[src/rtl/cfg_seq.sv]
`timescale 1ns/1ps
module cfg_seq #(
  parameter int HALF       = 2,
  parameter int RST_TICKS  = 4,
  parameter int GAP_TICKS  = 2,
  parameter int WAKE_TICKS = 4,
  parameter int TRAIL_CLKS = 49
) (
  input  logic       clk,
  input  logic       rst_n,
  input  logic       start,
  input  logic       path_direct,
  input  logic       in_valid,
  input  logic [7:0] in_data,
  input  logic       in_last,
  output logic       in_ready,
  output logic       sclk,
  output logic       cs_n,
  output logic       pin_mosi,
  output logic       pin_mosi_oe,
  output logic       pin_miso,
  output logic       pin_miso_oe,
  output logic       creset_n,
  output logic       done
);
  localparam int DW = (HALF > 1) ? $clog2(HALF) : 1;
  localparam int CW = $clog2(TRAIL_CLKS + RST_TICKS + GAP_TICKS + WAKE_TICKS + 2);
  localparam logic [7:0] OP_SLEEP = 8'hB9;
  localparam logic [7:0] OP_WAKE  = 8'hAB;

  typedef enum logic [2:0] {
    S_IDLE, S_RST_LOW, S_CMD, S_GAP, S_RST_REL, S_STREAM, S_TRAIL, S_DONE
  } st_t;

  st_t           st;
  logic [DW-1:0] div;
  logic [CW-1:0] cnt;
  logic [7:0]    sh;
  logic [2:0]    bitn;
  logic          have, last_q, dir_q, swap, sclk_q, cs_q, rst_q;

  wire tick = (div == DW'(HALF - 1));
  wire take = in_ready && in_valid;

  assign in_ready    = (st == S_STREAM) && !have;
  assign sclk        = sclk_q;
  assign cs_n        = cs_q;
  assign creset_n    = rst_q;
  assign done        = (st == S_DONE);
  assign pin_mosi    = sh[7];
  assign pin_miso    = sh[7];
  assign pin_mosi_oe = (st != S_IDLE) && !swap;
  assign pin_miso_oe = swap;

  always_ff @(posedge clk or negedge rst_n) begin
    if (!rst_n) begin
      st <= S_IDLE; div <= '0; cnt <= '0; sh <= '0; bitn <= '0;
      have <= 1'b0; last_q <= 1'b0; dir_q <= 1'b0; swap <= 1'b0;
      sclk_q <= 1'b0; cs_q <= 1'b1; rst_q <= 1'b1;
    end else begin
      div <= (tick || st == S_IDLE || take) ? '0 : div + 1'b1;
      case (st)
        S_IDLE: if (start) begin
          dir_q <= path_direct; rst_q <= 1'b0; cnt <= '0; st <= S_RST_LOW;
        end
        S_RST_LOW: if (tick) begin
          if (cnt == CW'(RST_TICKS - 1)) begin
            cnt <= '0; cs_q <= 1'b0; sh <= dir_q ? OP_SLEEP : OP_WAKE;
            have <= 1'b1; bitn <= '0; st <= S_CMD;
          end else cnt <= cnt + 1'b1;
        end
        S_CMD, S_STREAM: begin
          if (take) begin
            sh <= in_data; last_q <= in_last; have <= 1'b1; bitn <= '0;
          end else if (tick && have) begin
            if (!sclk_q) sclk_q <= 1'b1;
            else begin
              sclk_q <= 1'b0;
              if (bitn == 3'd7) begin
                have <= 1'b0;
                if (st == S_CMD) begin
                  cs_q <= 1'b1; cnt <= '0; st <= S_GAP;
                end else if (last_q) begin
                  cs_q <= 1'b1; cnt <= '0; st <= dir_q ? S_TRAIL : S_DONE;
                end
              end else begin
                sh <= {sh[6:0], 1'b0}; bitn <= bitn + 1'b1;
              end
            end
          end
        end
        S_GAP: if (tick) begin
          if (cnt == CW'(GAP_TICKS - 1)) begin
            cnt <= '0; cs_q <= 1'b0;
            if (dir_q) begin swap <= 1'b1; st <= S_RST_REL; end
            else st <= S_STREAM;
          end else cnt <= cnt + 1'b1;
        end
        S_RST_REL: if (tick) begin
          rst_q <= 1'b1;
          if (cnt == CW'(WAKE_TICKS - 1)) begin cnt <= '0; st <= S_STREAM; end
          else cnt <= cnt + 1'b1;
        end
        S_TRAIL: if (tick) begin
          if (!sclk_q) sclk_q <= 1'b1;
          else begin
            sclk_q <= 1'b0;
            if (cnt == CW'(TRAIL_CLKS - 1)) st <= S_DONE;
            else cnt <= cnt + 1'b1;
          end
        end
        default: begin
          rst_q <= 1'b1; swap <= 1'b0; st <= S_IDLE;
        end
      endcase
    end
  end

  p_data_stable_r8: assert property (@(posedge clk) disable iff (!rst_n)
    sclk |=> (!sclk || $stable(pin_mosi)));
  p_cs_fall_low_r8: assert property (@(posedge clk) disable iff (!rst_n)
    $fell(cs_n) |-> !sclk);
  p_flash_in_reset_r2: assert property (@(posedge clk) disable iff (!rst_n)
    (st == S_CMD || (st == S_STREAM && !dir_q)) |-> !creset_n);
  p_release_cs_low_r7: assert property (@(posedge clk) disable iff (!rst_n)
    ($rose(creset_n) && swap) |-> !cs_n);
  p_trail_cs_high_r10: assert property (@(posedge clk) disable iff (!rst_n)
    (st == S_TRAIL) |-> cs_n);
  p_done_pulse_r11: assert property (@(posedge clk) disable iff (!rst_n)
    done |=> !done);
  p_ready_framed_r11: assert property (@(posedge clk) disable iff (!rst_n)
    in_ready |-> !cs_n);
endmodule

[config.mk]
export PLATFORM = sky130hd
export DESIGN_NAME = cfg_seq
export DESIGN_NICKNAME = d
export VERILOG_FILES = /design/src/rtl/cfg_seq.sv
export SDC_FILE = /design/constraint.sdc
export NUM_CORES = 1
export LEC_CHECK = 0
export ABC_AREA = 1
export BUFFER_PORTS_ARGS = -buffer_cell sky130_fd_sc_hd__buf_2
export CAP_MARGIN = 20
export CORE_MARGIN = 4
export CORE_UTILIZATION = 52
export DETAILED_ROUTE_END_ITERATION = 8
export PLACE_DENSITY = 0.83
export SLEW_MARGIN = 25
export SYNTH_ARGS = -nofsm -noshare
export SYNTH_HDL_FRONTEND = slang
export SYNTH_SLANG_ARGS = --single-unit
[constraint.sdc]
create_clock -name clk -period 1.6 [get_ports clk]
set_input_delay 0.32 -clock clk [delete_from_list [all_inputs] [get_ports clk]]
set_output_delay 0.32 -clock clk [all_outputs]
set_load 0.1 [all_outputs]
=== After elaboration in Yosys (flattened, before gate mapping) ===
Cells that the tools add are included.

* Equal/unequal tests: 33
* $add $sub $neg: 3
* Reduce and logical (&&, ||, !) cells: 28
* Mux-type cells: 80
* Bitwise operators: 2

{| class="wikitable"
|+ Operators by type and width
! kind !! count
|-
| two-way mux 6 bit || 14
|-
| two-way mux 3 bit || 22
|-
| two-way mux 8 bit || 6
|-
| inequality test 2 bit, second input constant || 16
|-
| one-hot mux 6 bit (5 select lines) || 1
|-
| two-way mux 1 bit || 28
|-
| one-hot mux 3 bit (6 select lines) || 1
|-
| one-hot mux 8 bit (2 select lines) || 1
|-
| equality test 3 bit, second input constant || 5
|-
| inequality test 3 bit, second input constant || 5
|-
| AND reduction 15 bit || 1
|-
| AND reduction 12 bit || 1
|-
| AND reduction 6 bit || 2
|-
| AND reduction 10 bit || 1
|-
| AND reduction 4 bit || 2
|-
| adder 6 x 1 -> 6 bit, second input constant || 1
|-
| equality test 3 x 2 -> 1 bit, second input constant || 2
|-
| equality test 6 x 1 -> 1 bit, second input constant || 1
|-
| equality test 6 x 2 -> 1 bit, second input constant || 1
|-
| equality test 6 bit, second input constant || 1
|-
| one-hot mux 1 bit (2 select lines) || 3
|-
| one-hot mux 1 bit (3 select lines) || 2
|-
| one-hot mux 3 bit (2 select lines) || 1
|-
| nonzero test 3 bit || 2
|-
| other kinds (17) || 26
|}

* Register bits after elaboration: 28
* Output and inout port bits: 9

=== Logic depth before layout (Yosys ltp) ===
* Word-level depth: 8
* Depth in mapped cells: 12

=== Worst setup path before layout ===
No wires, ideal clock.

* Path kind: reg2out
* From: register swap, in the netlist pin_miso_oe
* To: output pin_mosi_oe
* Arrival time: 2.155 ns
* Path slack: -0.875 ns
* Stages on the path, launching flop included: 2
* Cells stage by stage: dfrtp_1 > nor2_1

* Word-level cells in the longest chain between the ends: 2

{| class="wikitable"
|+ RTL lines
! what !! RTL line !! RTL
|-
| start, declared || 40 || <nowiki>logic have, last_q, dir_q, swap, sclk_q, cs_q, rst_q;</nowiki>
|-
| start signal, assigned || 58 || <nowiki>have <= 1'b0; last_q <= 1'b0; dir_q <= 1'b0; swap <= 1'b0;</nowiki>
|-
| start signal, assigned || 95 || <nowiki>if (dir_q) begin swap <= 1'b1; st <= S_RST_REL; end</nowiki>
|-
| start signal, assigned || 113 || <nowiki>rst_q <= 1'b1; swap <= 1'b0; st <= S_IDLE;</nowiki>
|-
| logical NOT 1 bit || 52 || <nowiki>assign pin_mosi_oe = (st != S_IDLE) && !swap;</nowiki>
|-
| logical AND 1 bit || 52 ||
|-
| end, declared || 20 || <nowiki>output logic pin_mosi_oe,</nowiki>
|}

Every way passes these cells.

=== Worst setup path in the final report ===
* From: register st[0]
* To: register sh[5]

* Word-level cells in the longest chain between the ends: 5
* Elaborated cells on any way between the ends: 15
* Classes of those cells: eq/ne: 8; mux: 2; reduce/logical: 5

{| class="wikitable"
|+ RTL lines
! what !! RTL line !! RTL
|-
| start, declared || 35 || <nowiki>st_t st;</nowiki>
|-
| start signal, assigned || 57 || <nowiki>st <= S_IDLE; div <= '0; cnt <= '0; sh <= '0; bitn <= '0;</nowiki>
|-
| start signal, assigned || 64 || <nowiki>dir_q <= path_direct; rst_q <= 1'b0; cnt <= '0; st <= S_RST_LOW;</nowiki>
|-
| start signal, assigned || 69 || <nowiki>have <= 1'b1; bitn <= '0; st <= S_CMD;</nowiki>
|-
| equality test 3 bit || 45, 62 ||
|-
| logical AND 1 bit || 45 || <nowiki>assign in_ready = (st == S_STREAM) && !have;</nowiki>
|-
| logical AND 1 bit || 43 || <nowiki>wire take = in_ready && in_valid;</nowiki>
|-
| inequality test 3 bit (no line) / two-way mux 8 bit (equally long branches) || - ||
|-
| AND reduction 6 bit (no line) / one-hot mux 8 bit (2 select lines) (equally long branches) || - ||
|-
| end signal, assigned || 87 || <nowiki>sh <= {sh[6:0], 1'b0}; bitn <= bitn + 1'b1;</nowiki>
|-
| end, declared || 38 || <nowiki>logic [7:0] sh;</nowiki>
|}

Parallel ways exist; a longest one is shown, timed or not.
A chain may end at the register's enable or synchronous reset.

==> out/results.md <==
Placed design
- **final weighted congestion in routability-driven placement** 1.02
- **input/output buffers** 22
- **HPWL after DPL** 3680 um
- **placed cell areas** 0.00242 mm^2
- **Setup WS pre-CTS** -246 ps

Worst setup path
- **maximum single-stage delay on the critical path** 450 ps
- **critical-path cell list** buf_6 -> ha_4 -> nand2_4 -> nor2_4 -> buf_6 -> nand2_4 -> o211ai_4 -> nor2b_4 -> nand2_2 -> nand2_2
- **crit-path max FO** 8
- **FF-to-FF path depth** 10
- **launching element of the worst setup path** st[0]
- **depth of the critical timing path with buffers and inverters included** 10
- **Worst Setup EP** sh[5]
- **worst setup path category** register to register
- **critical path capture point type** register
- **source of the worst register-to-register timing path** st[0]
- **crit path buf inv count** 2
- **required time of the worst setup path** 1830 ps
- **element type at the critical path start** register
- **Crit path arrival time** 2080 ps
- **terminus of the critical flop-to-flop path** sh[5]
- **kind of cell adding the most delay to the critical path** simple AND/OR/NAND/NOR gates
- **Worst R2R Setup Slack** -250 ps
- **slowest CP cell** sky130_fd_sc_hd__dfrtp_1

Routing
- **antenna viol nets, final** 0
- **Routed wire per std cell** 15.8 um
- **Via-to-Cell Ratio** 5.55
- **initial detailed-routing violation count** 172
- **vias** 2213
- **detailed-router iteration count before antenna repair** 5
- **total detailed-routing wirelength** 6300 um
- **post-route DRC violation count** 0

Global route
- **met2 layer usage reported by global route** 0.421
- **remaining global-route overflow** 0
- **most used routing layer in global routing** met2
- **number of antenna violations at the first check in global routing** 0
- **first-pass GRT wire length** 9480 um
- **M3 GR Usage** 0.0304
- **global routing usage on met1** 0.292
- **largest net degree at the start of global routing** 29
- **number of global-route vias before repair** 2125
- **GRT Overall Usage** 0.240

Floorplanning
- **number of ports placed on the die boundary** 23
- **area enclosed by the die boundary** 0.00481 mm^2
- **Std-Cell Core Area** 0.00366 mm^2
- **Initial Utilization** 0.535
- **die outline height** 69.4 um
- **Die Span X** 69.4 um
- **Row Count** 22

Power
- **leakage power** 1.53 nW
- **maximum vdd drop** 1740 uV
- **total power per unit cell area** 2470 mW/mm^2

Worst hold path
- **type of the most critical hold path** input port to async pin

STA
- **# setup viols final** 27
- **highest achievable clock rate** 540 MHz
- **Hold Violations, Final** 0
- **setup repair after global routing missed its margin** true
- **hold_ws** 23.0 ps
- **headroom to the max-slew limit** 0.588
- **final clock period utilization by the worst path** 1.16
- **sum of negative setup slack** -4480 ps
- **Least-Margin Pin Slew** 618 ps
- **final setup skew** 12.0 ps
- **final critical path time including I/O delays and setup** 1850 ps
- **final count of pins violating max slew** 0
- **final setup slack of the worst path** -252 ps

Clock tree
- **largest buffer count on any clock path** 2
- **number of H-tree levels** 1
- **clock root buffer** sky130_fd_sc_hd__clkbuf_8
- **number of sinks handled by clock tree synthesis** 28
- **number of buffers added by the clock tree synthesis step** 3
- **clock tree from TritonCTS** done
- **hold-fix buffer count after cts** 0
- **CTS clk-pin slew, worst paths** 110 ps
- **worst skew pair latency** 300 ps

Logic synthesis
- **Netlist cell types** 32
- **Post-Syn Nets** 300
- **Cells after Synth** 277
- **portion of the post-synthesis area used by sequential elements** 0.359
- **count of state elements after synthesis** 28
- **Mean Syn Cell Area** 7.07 um^2
- **total number of yosys warnings** 0
- **summed instance area of the synthesized netlist** 0.00196 mm^2

Finish
- **commonest cells after routing, fill and taps aside** 92 x sky130_fd_sc_hd__nand2_1, 44 x sky130_fd_sc_hd__buf_4, 30 x sky130_fd_sc_hd__nand3_1
- **Final #Nets** 375
- **ratio of cells with drive above 1 in the final layout** 0.439
- **Filler cells** 231
- **Non-Filler Cell Area, Final** 0.00286 mm^2
- **most common library cell in the layout ignoring fill and taps** sky130_fd_sc_hd__nand2_1
- **area growth from synthesis to layout** 46.2%
- **Inserted Diodes** 0
- **fin util** 0.782

Run status
- **result of the run** finished, violations left
- **failing checks** negative setup slack

Run
- **number of violations of the max-capacitance limit** 0

[report_power, final]
part | total [W] | internal, W | switching [W]
logic | 0.00519 | 0.00200 | 0.00319
registers | 0.00129 | 0.00102 | 0.000279
clock network | 0.000594 | 0.000336 | 0.000257
total | 0.00708 | 0.00335 | 0.00373
[cell usage after synthesis]
master                       n  area [um^2]
sky130_fd_sc_hd__a21oi_1     4         20.0
sky130_fd_sc_hd__buf_2       1         5.00
sky130_fd_sc_hd__buf_4       3         22.5
sky130_fd_sc_hd__buf_6       2         22.5
sky130_fd_sc_hd__clkinv_1    1         3.75
sky130_fd_sc_hd__dfrtp_1    26          651
sky130_fd_sc_hd__dfstp_2     2         52.6
sky130_fd_sc_hd__ha_1        9          113
sky130_fd_sc_hd__inv_1      21         78.8
sky130_fd_sc_hd__inv_2       5         18.8
sky130_fd_sc_hd__inv_4       1         6.26
sky130_fd_sc_hd__mux2_2      1         11.3
sky130_fd_sc_hd__nand2_1   110          413
sky130_fd_sc_hd__nand2_2     6         37.5
sky130_fd_sc_hd__nand2_4     2         22.5
sky130_fd_sc_hd__nand3_1    32          160
sky130_fd_sc_hd__nand3_2     4         40.0
sky130_fd_sc_hd__nand4_1     4         25.0
sky130_fd_sc_hd__nor2_1     18         67.6
sky130_fd_sc_hd__nor2_2      2         12.5
sky130_fd_sc_hd__nor2_4      4         45.0
sky130_fd_sc_hd__nor2b_1     1         6.26
sky130_fd_sc_hd__nor3_1      1         5.00
sky130_fd_sc_hd__nor3_2      1         10.0
sky130_fd_sc_hd__o211ai_2    1         12.5
sky130_fd_sc_hd__o21ai_0     4         20.0
sky130_fd_sc_hd__o21ai_1     3         15.0
sky130_fd_sc_hd__o21ai_2     1         8.76
sky130_fd_sc_hd__o21bai_1    2         15.0
sky130_fd_sc_hd__o22ai_1     1         6.26
sky130_fd_sc_hd__or2_1       1         6.26
sky130_fd_sc_hd__xor2_1      3         26.3
[cells by family (layout without fill, tap and decap cells)]
| logic type | count (synthesis) | count (layout) | synth area share |
|---|---|---|---|
| AO/OA/AOI/OAI | 16 | 16 | 0.0498 |
| AND/OR/NAND/NOR | 186 | 186 | 0.434 |
| buffers and inverters | 34 | 108 | 0.0805 |
| multiplexers | 1 | 1 | 0.00575 |
| flip-flops | 28 | 28 | 0.359 |
| adder cells (fa/ha/maj) | 9 | 9 | 0.0575 |
| XOR/XNOR | 3 | 3 | 0.0134 |
[worst min path at each step]
stage | endpoint | slack (ps)
detailed placement | have | 370
global placement | bitn[2] | 380
finish | cnt[5] | 20
CTS | cnt[4] | 50
global route | cnt[5] | 80
floorplan | bitn[0] | 20
[timing repair]
item,4_1_cts,5_1_grt
hold endpoints to repair,0,0
gates resized for setup,20,48
buffers inserted,8,8
pin swaps,8,25
gates cloned,2,0
endpoints found under the setup margin,25,27
[layer usage]
| layer | share of wire | wire, um |
|---|---|---|
| met1 | 0.38 | 2420 |
| met2 | 0.52 | 3270 |
| met3 | 0.055 | 347 |
| met4 | 0.041 | 261 |
| met5 | 0 | 0 |
[layout make-up]
| cell class | count | area, um^2 | area share |
|---|---|---|---|
| clock buffers | 3 | 41.3 | 0.0144 |
| flip-flops and latches | 28 | 707 | 0.247 |
| clock inverters | 1 | 30.0 | 0.0105 |
| multi-input cells | 215 | 1320 | 0.461 |
| inverters | 28 | 113 | 0.0393 |
| repair buffers | 76 | 592 | 0.207 |
| well taps | 48 | 60.1 | 0.0210 |
[metrics by stage]
| step | total power (W) | std cells |
|---|---|---|
| final | 0.00708 | 399 |
| after floorplan | 0.00403 | 277 |
| after detailed placement | 0.00507 | 377 |
| after global routing | 0.00744 | 399 |
| after global placement | 0.00498 | 377 |
| after CTS | 0.00605 | 391 |
[state kept, by name, summed over array words and instances (netlist names)]
register and cells:
have 1, last_q 1, cs_n 1, pin_miso_oe 1, st 3, sclk 1
bitn 3, sh 8, cnt 6, dir_q 1, creset_n 1, div 1
Note: power is estimated with default switching activity, not from simulation.
